$ cat config.mk
export PLATFORM = sky130hd
export DESIGN_NAME = tdes_seq
export DESIGN_NICKNAME = d
export VERILOG_FILES = /design/src/rtl/tdes_seq.sv
export SDC_FILE = /design/constraint.sdc
export NUM_CORES = 1
export LEC_CHECK = 0
export BUFFER_PORTS_ARGS = -buffer_cell sky130_fd_sc_hd__buf_2
export CAP_MARGIN = 20
export CORE_ASPECT_RATIO = 0.75
export CORE_MARGIN = 2
export CORE_UTILIZATION = 45
export DETAILED_ROUTE_END_ITERATION = 8
export GPL_ROUTABILITY_DRIVEN = 0
export HOLD_SLACK_MARGIN = 0.03
export PLACE_DENSITY = 0.69
export SETUP_SLACK_MARGIN = 0.2
export SLEW_MARGIN = 20
export SYNTH_ARGS = -nofsm -noshare
export SYNTH_HDL_FRONTEND = slang
export SYNTH_SLANG_ARGS = --single-unit
$ cat constraint.sdc
create_clock -name clk -period 2.8 [get_ports clk]
set_input_delay 0.56 -clock clk [delete_from_list [all_inputs] [get_ports clk]]
set_output_delay 0.56 -clock clk [all_outputs]
set_load 0.02 [all_outputs]
$ cat src/rtl/tdes_seq.sv
module tdes_seq #(
  parameter int DW = 32
) (
  input  logic          clk,
  input  logic          rst_n,
  input  logic          mode_dec,
  input  logic          wr_en,
  input  logic [1:0]    wr_sel,
  input  logic [DW-1:0] wr_data,
  output logic [DW-1:0] dout,
  output logic          ready,
  output logic          eng_start,
  output logic          eng_dec,
  output logic          eng_key_sel,
  output logic [2*DW-1:0] eng_key,
  output logic [2*DW-1:0] eng_din,
  input  logic          eng_done,
  input  logic [2*DW-1:0] eng_dout
);
  localparam int BW = 2 * DW;
  localparam logic [1:0] LAST = 2'd2;

  typedef enum logic [1:0] {S_IDLE, S_RUN, S_OHI, S_OLO} st_t;

  st_t           st;
  logic [1:0]    pass;
  logic          half;
  logic [DW-1:0] hold;
  logic [BW-1:0] key_o, key_m, blk;
  logic          mode_q, start_q;

  wire take = wr_en && (st == S_IDLE);
  wire mid  = (pass == 2'd1);

  always_ff @(posedge clk) begin
    if (!rst_n) begin
      st <= S_IDLE; pass <= '0; half <= 1'b0; hold <= '0;
      key_o <= '0; key_m <= '0; blk <= '0; mode_q <= 1'b0; start_q <= 1'b0;
    end else begin
      start_q <= 1'b0;
      case (st)
        S_IDLE: if (take) begin
          if (!half) begin
            hold <= wr_data;
            half <= 1'b1;
          end else begin
            half <= 1'b0;
            case (wr_sel)
              2'd0: key_o <= {hold, wr_data};
              2'd1: key_m <= {hold, wr_data};
              2'd2: begin
                blk     <= {hold, wr_data};
                mode_q  <= mode_dec;
                pass    <= '0;
                st      <= S_RUN;
                start_q <= 1'b1;
              end
              default: ;
            endcase
          end
        end
        S_RUN: if (eng_done && !start_q) begin
          blk <= eng_dout;
          if (pass == LAST) st <= S_OHI;
          else begin
            pass    <= pass + 2'd1;
            start_q <= 1'b1;
          end
        end
        S_OHI: st <= S_OLO;
        default: st <= S_IDLE;
      endcase
    end
  end

  assign ready       = (st == S_OHI) || (st == S_OLO);
  assign dout        = (st == S_OHI) ? blk[BW-1:DW] : (st == S_OLO) ? blk[DW-1:0] : '0;
  assign eng_start   = start_q;
  assign eng_dec     = mode_q ^ mid;
  assign eng_key_sel = mid;
  assign eng_key     = mid ? key_m : key_o;
  assign eng_din     = blk;
endmodule

==> results of run 1 <==
cell families (layout without fill, tap and decap cells):
| logic type | Yosys count | count (layout) | synth area share, % |
|---|---|---|---|
| buffers and inverters | 104 | 344 | 4.95 |
| multiplexers | 131 | 131 | 13.2 |
| flip-flops | 231 | 231 | 43.9 |
| AO/OA/AOI/OAI | 263 | 263 | 19.5 |
| XOR/XNOR | 1 | 1 | 0.0832 |
| other | 0 | 1 | 0 |
| AND/OR/NAND/NOR | 474 | 474 | 17.6 |
| adder cells (fa/ha/maj) | 6 | 6 | 0.713 |
power by group through the flow:
stage                     combinational [mW]  sequential (mW)  clock, mW
after floorplan                         1.49             4.47          0
after detailed placement                2.67             4.16          0
after CTS                               2.70             4.09       3.25
final                                   2.69             4.10       3.18
after global routing                    2.90             4.15       3.38
after global placement                  2.63             4.15          0
flip-flops by register name (all words and copies together) (netlist names):
name / flops
half: 1
st: 2
eng_start: 1
hold: 32
key_o: 64
key_m: 64
pass: 2
eng_din: 64
mode_q: 1
layout make-up:
cell class / instances / area (µm²)
clock inverters: 2 / 38.8
inverters: 4 / 15.0
multi-input cells: 875 / 5450
repair buffers: 299 / 1750
well taps: 300 / 375
diodes: 1 / 2.50
clock buffers: 39 / 748
fillers: 2176 / 10000
flip-flops and latches: 231 / 4630
routing by layer:
layer | track usage, % | vias to the layer above
li1 | - | 4508
met1 | 32.5 | 4363
met2 | 38.2 | 231
met3 | 5.14 | 25
met4 | 3.49 | 2
met5 | 0 | -
timing repair:
action | in CTS | in global routing
cloned | 1 | 0
setup buffers | 3 | 3
gates resized for setup | 2 | 2
pin swaps | 1 | 2
endpoints found under the setup margin | 70 | 32
worst min-delay path, cell delays in order:
cell	delay, ps
buf_2	80
mux2i_1	60
nor2b_1	90
how the worst min path moves through the flow:
stage / startpoint / to / slack, ps / depth (start not counted)
floorplan: key_m[10] / key_m[10] / 430 / 2
global placement: key_m[34] / key_m[34] / 440 / 2
detailed placement: key_m[15] / key_m[15] / 440 / 2
CTS: mode_dec / mode_q / 290 / 3
global route: wr_data[29] / key_o[29] / 310 / 3
finish: mode_dec / mode_q / 310 / 3
cells in the mapped netlist:
cell | number | area, µm²
o21ai_0 | 32 | 160
a22oi_1 | 1 | 7.51
o21ai_1 | 2 | 10.0
nand4_1 | 1 | 6.26
dfxtp_1 | 231 | 4620
mux2i_1 | 67 | 671
nand2_1 | 451 | 1690
nor3b_1 | 2 | 15.0
o211a_1 | 64 | 641
and2_1 | 1 | 6.26
and3b_1 | 1 | 8.76
nor2_1 | 3 | 11.3
nand3_2 | 1 | 10.0
ha_1 | 6 | 75.1
clkbuf_1 | 47 | 176
nor2b_1 | 4 | 25.0
buf_4 | 11 | 82.6
or3b_1 | 1 | 8.76
or3_1 | 1 | 6.26
nor3_4 | 1 | 16.3
buf_6 | 6 | 67.6
inv_1 | 4 | 15.0
mux2_2 | 64 | 721
nand3b_1 | 2 | 15.0
nand4b_1 | 2 | 17.5
nand2b_1 | 1 | 6.26
a21boi_0 | 51 | 383
xor2_1 | 1 | 8.76
or2_2 | 2 | 12.5
o21a_1 | 2 | 15.0
a22oi_2 | 1 | 12.5
buf_2 | 36 | 180
a21boi_1 | 110 | 826
==> metrics, run 1 <==
status complete, no violations; syn avg cell area 8.71 µm²; P_leak roughly 6 nW; flop-to-flop setup slack around 410 ps; post-layout util between 50% and 60%; Slew headroom 51.6%; Clock power frac 31.9%; Synth Register Bits 231; min Tclk post-route 2580 ps; HPWL Detailed 19,800 µm; worst vdd ir between 0.3 and 0.4 mV; vias in the first global route ~8,500; met1 wire length between 10,000 and 15,000 µm; DR iter-0 viols 514; Worst path top cell family by delay buffers and inverters; Critical Path RT ~2200 ps; root buf cell clkbuf_16; slowest library cell on the worst path mux2_2; Ports 267; RSZ-0062 raised after global routing yes; R2R depth 7; DR pass1 iterations 4; DIE HEIGHT 137 µm; commonest non-fill, non-tap cells in the layout nand2_1 (451), buf_2 (265), dfxtp_1 (230); GRT Residual Overflow 0; Overall Power 9.97 mW; yosys warns 0; post-route design area 13,000 µm²; Met2 Routed Length 13,500 µm; clk slew on worst S/H paths 70 ps; Post-Syn Instances 1,210; Yosys cell types 33; worst slew pin tran ~730 ps; Switching Fraction 32.8%; first-pass GRT wire length 46,600 µm; Critical Path AT ~2000 ps; Hold Worst Slack 311 ps; nets@finish 1,544; clock sinks 231; # port buffers 266; final total negative setup slack 0 ps; Final Setup Violations 0; post-synthesis sequential area ratio a little over two fifths; Setup crit end eng_key[2]; DR top layer met5; share of cells above drive strength 1 28.3%; DR WL/cell 17.2 µm; Core Region 23,000 µm²; GRT Overall Usage 23.4%; Psw between 3 and 4 mW; TritonCTS buffer count 24; Pins Over Slew Limit 0; most frequent CP cell buf_12; Initial Utilization 45.8%; Seq pwr share 41.1%; Pwr per Cell Area 766 nW/µm²; residual DRC count 0; std cell rows 48; min-delay worst type input port to flop; Mapped Nets 1,319; CP Launch Type flop; Crit. path cell count 6; CP Class flop to output port; critical-path cell list inv_1, ha_4, buf_12, buf_12, mux2_2, buf_2; drt via density 5.21; Finished Layout Cells 1,751; TritonCTS clock tree yes; number of hold violations in the final report 0; Max clock buf depth 3; clock skew between 9 and 10 ps; Worst Path Buf+Inv 4; vias 9,129; Area after DPL ~12,000 µm²; FF-to-FF Start st[1]; # H-tree levels 1; Post-Syn Area 10,500 µm²; initial antenna violation count 2; combinational share of power approximately 27%; largest net degree at the start of global routing 86; post-route ant nets 0; Die Area roughly 25,000 µm²; Max Clk Rate 388 MHz; worst r2r dst key_m[61]; PnR worst setup slack approximately 220 ps; insertion delay to the later sink of the worst-skew pair approximately 510 ps; CP max stage delay 380 ps; Die Wd ~180 µm; most common cell after layout, fill and taps aside nand2_1; cell internal pwr between 6 and 7 mW; Setup crit start pass[1]; critical path endpoint category output port; Place WS ~530 ps; Tcrit/Tclk final slightly above 90%; Inst Count DP between 1,500 and 2,000; cts hold-fix bufs 0; routed wire length 30,100 µm; Layout area overhead 23.4%; worst-path fanout max 17; maxcap violations 0; metal3 WL approximately 1700 µm
Power figures use the tool's default switching activity.
==> inputs of run 2 (changes only) <==
CTS_CLUSTER_DIAMETER = 120   (was not set)
clock period = 3.2 ns   (was 2.8 ns; I/O delays follow)
==> metrics, run 2 (same netlist as run 1, synthesis figures left out) <==
Layout area overhead 21.0%; clock skew 18.7 ps (+8.90 ps); RSZ-0062 raised after global routing no; GRT Residual Overflow 0 (unchanged); DR iter-0 viols 548 (+6.6%); vias 9,130 (+0.011%); GRT Overall Usage 22.8% (-0.65 points); min Tclk post-route approximately 2900 ps; initial antenna violation count 2 (unchanged); most common cell after layout, fill and taps aside nand2_1; flop-to-flop setup slack 820 ps (+410 ps); worst hold stages 3 (unchanged); residual DRC count 0 (unchanged); drt via density 5.26 (+0.93%); Tcrit/Tclk final 89.4%; status complete, no violations; Max Clk Rate between 300 and 400 MHz; maxcap violations 0 (unchanged); post-route design area 12,700 µm² (-2.0%); first-pass GRT wire length 45,700 µm (-2.0%); min-delay worst type input port to flop; worst r2r dst key_m[40]; FF-to-FF Start st[0]; critical path endpoint category output port; HPWL Detailed 19,000 µm (-3.9%); buffer count from post-CTS setup fixing 0 (-3); hold path startpoint mode_dec; Ports 267 (unchanged); nets@finish 1,528 (-1.0%); CP Launch Type flop; PnR worst setup slack 339 ps (+116 ps); P_leak 5.86 nW (-2.1%); Finished Layout Cells 1,735 (-0.91%); commonest non-fill, non-tap cells in the layout nand2_1 (451), buf_2 (265), dfxtp_1 (231); Slew headroom 45.8% (-5.8 points); Die Wd 181 µm (unchanged); TritonCTS clock tree yes; largest net degree at the start of global routing 96 (+12%); TritonCTS buffer count 23 (-4.2%); worst vdd ir 0.359 mV (-6.3%); Critical Path AT 2220 ps (+200 ps); Max clock buf depth 3 (unchanged); DR pass1 iterations 5 (+1); clk slew on worst S/H paths 60 ps (about the same); Hold Path End mode_q; insertion delay to the later sink of the worst-skew pair 510 ps (about the same); post-route ant nets 0 (unchanged); CP Class flop to output port; std cell rows 48 (unchanged); R2R depth 7 (unchanged); Final Setup Violations 0 (unchanged); share of cells above drive strength 1 27.5% (-0.85 points); Place WS 728 ps (+195 ps); Pwr per Cell Area 667 nW/µm² (-13%); Critical Path RT 2560 ps (+320 ps); Initial Utilization 45.8% (unchanged); final total negative setup slack 0 ps (unchanged); clock sinks 231 (unchanged); # port buffers 266 (unchanged); Inst Count DP 1,694 (-0.47%); # H-tree levels 1 (unchanged); DIE HEIGHT 137 µm (unchanged); Area after DPL 12,000 µm² (-0.70%); routed wire length 29,200 µm (-3.1%); number of hold violations in the final report 0 (unchanged); Pins Over Slew Limit 0 (unchanged); Die Area 24,700 µm² (unchanged); root buf cell clkbuf_16; Core Region 23,000 µm² (unchanged); vias in the first global route 8,500 (-0.50%); DR WL/cell 16.8 µm (-2.2%); worst-path fanout max 41 (+24); worst slew pin tran 813 ps (+87.6 ps)
==> run 2: stage by stage <==
step | util [%] | hold WS (ps) | power [mW]
6_report | 55.4 | 395 | 8.50
5_1_grt | 55.4 | 389 | 8.93
2_1_floorplan | - | 432 | 5.22
3_5_place_dp | 52.2 | 441 | 5.95
3_3_place_gp | 52.2 | 437 | 5.91
4_1_cts | 55.4 | 381 | 8.58
==> run 2: where the power goes <==
group	switching, mW	total (mW)	internal [mW]
combinational	1.40	2.30	0.896
sequential	0.325	3.59	3.26
clock	1.09	2.61	1.52
==> run 2: repair_timing <==
action | CTS | global route
resized for setup | 1 | 0
setup endpoints to repair | 9 | 0
hold buffers | 0 | 0
hold endpoints to repair | 0 | 0
==> run 2: layer usage <==
layer	up-vias	wire (µm)	global-route usage, %
met4	0	359	3.85
met3	26	2030	5.00
li1	4466	-	-
met5	-	0	0
met2	260	12900	36.6
met1	4378	13900	31.9
==> run 2: layout make-up <==
cell class	count	area (µm²)
Fill cell	2113	10300
Multi-Input combinational cell	875	5440
Sequential cell	231	4620
Timing Repair Buffer	284	1560
Clock buffer	34	667
Tap cell	300	375
Clock inverter	5	53.8
Inverter	4	15.0
Antenna cell	2	5.00
==> run 2: worst max path at each step <==
stage / startpoint / to / slack [ps] / depth (start not counted)
detailed placement: st[0] / dout[4] / 730 / 5
floorplan: pass[1] / eng_key[10] / 950 / 5
finish: pass[0] / eng_key[6] / 340 / 4
global route: pass[0] / eng_key[6] / 250 / 4
global placement: st[0] / dout[9] / 740 / 5
CTS: pass[0] / eng_key[38] / 330 / 4
==> run 2: critical path: stages (launching register included) <==
cell and delay (ps):
dfxtp_1 400, ha_4 410, buf_12 320, mux2_2 390, buf_2 160
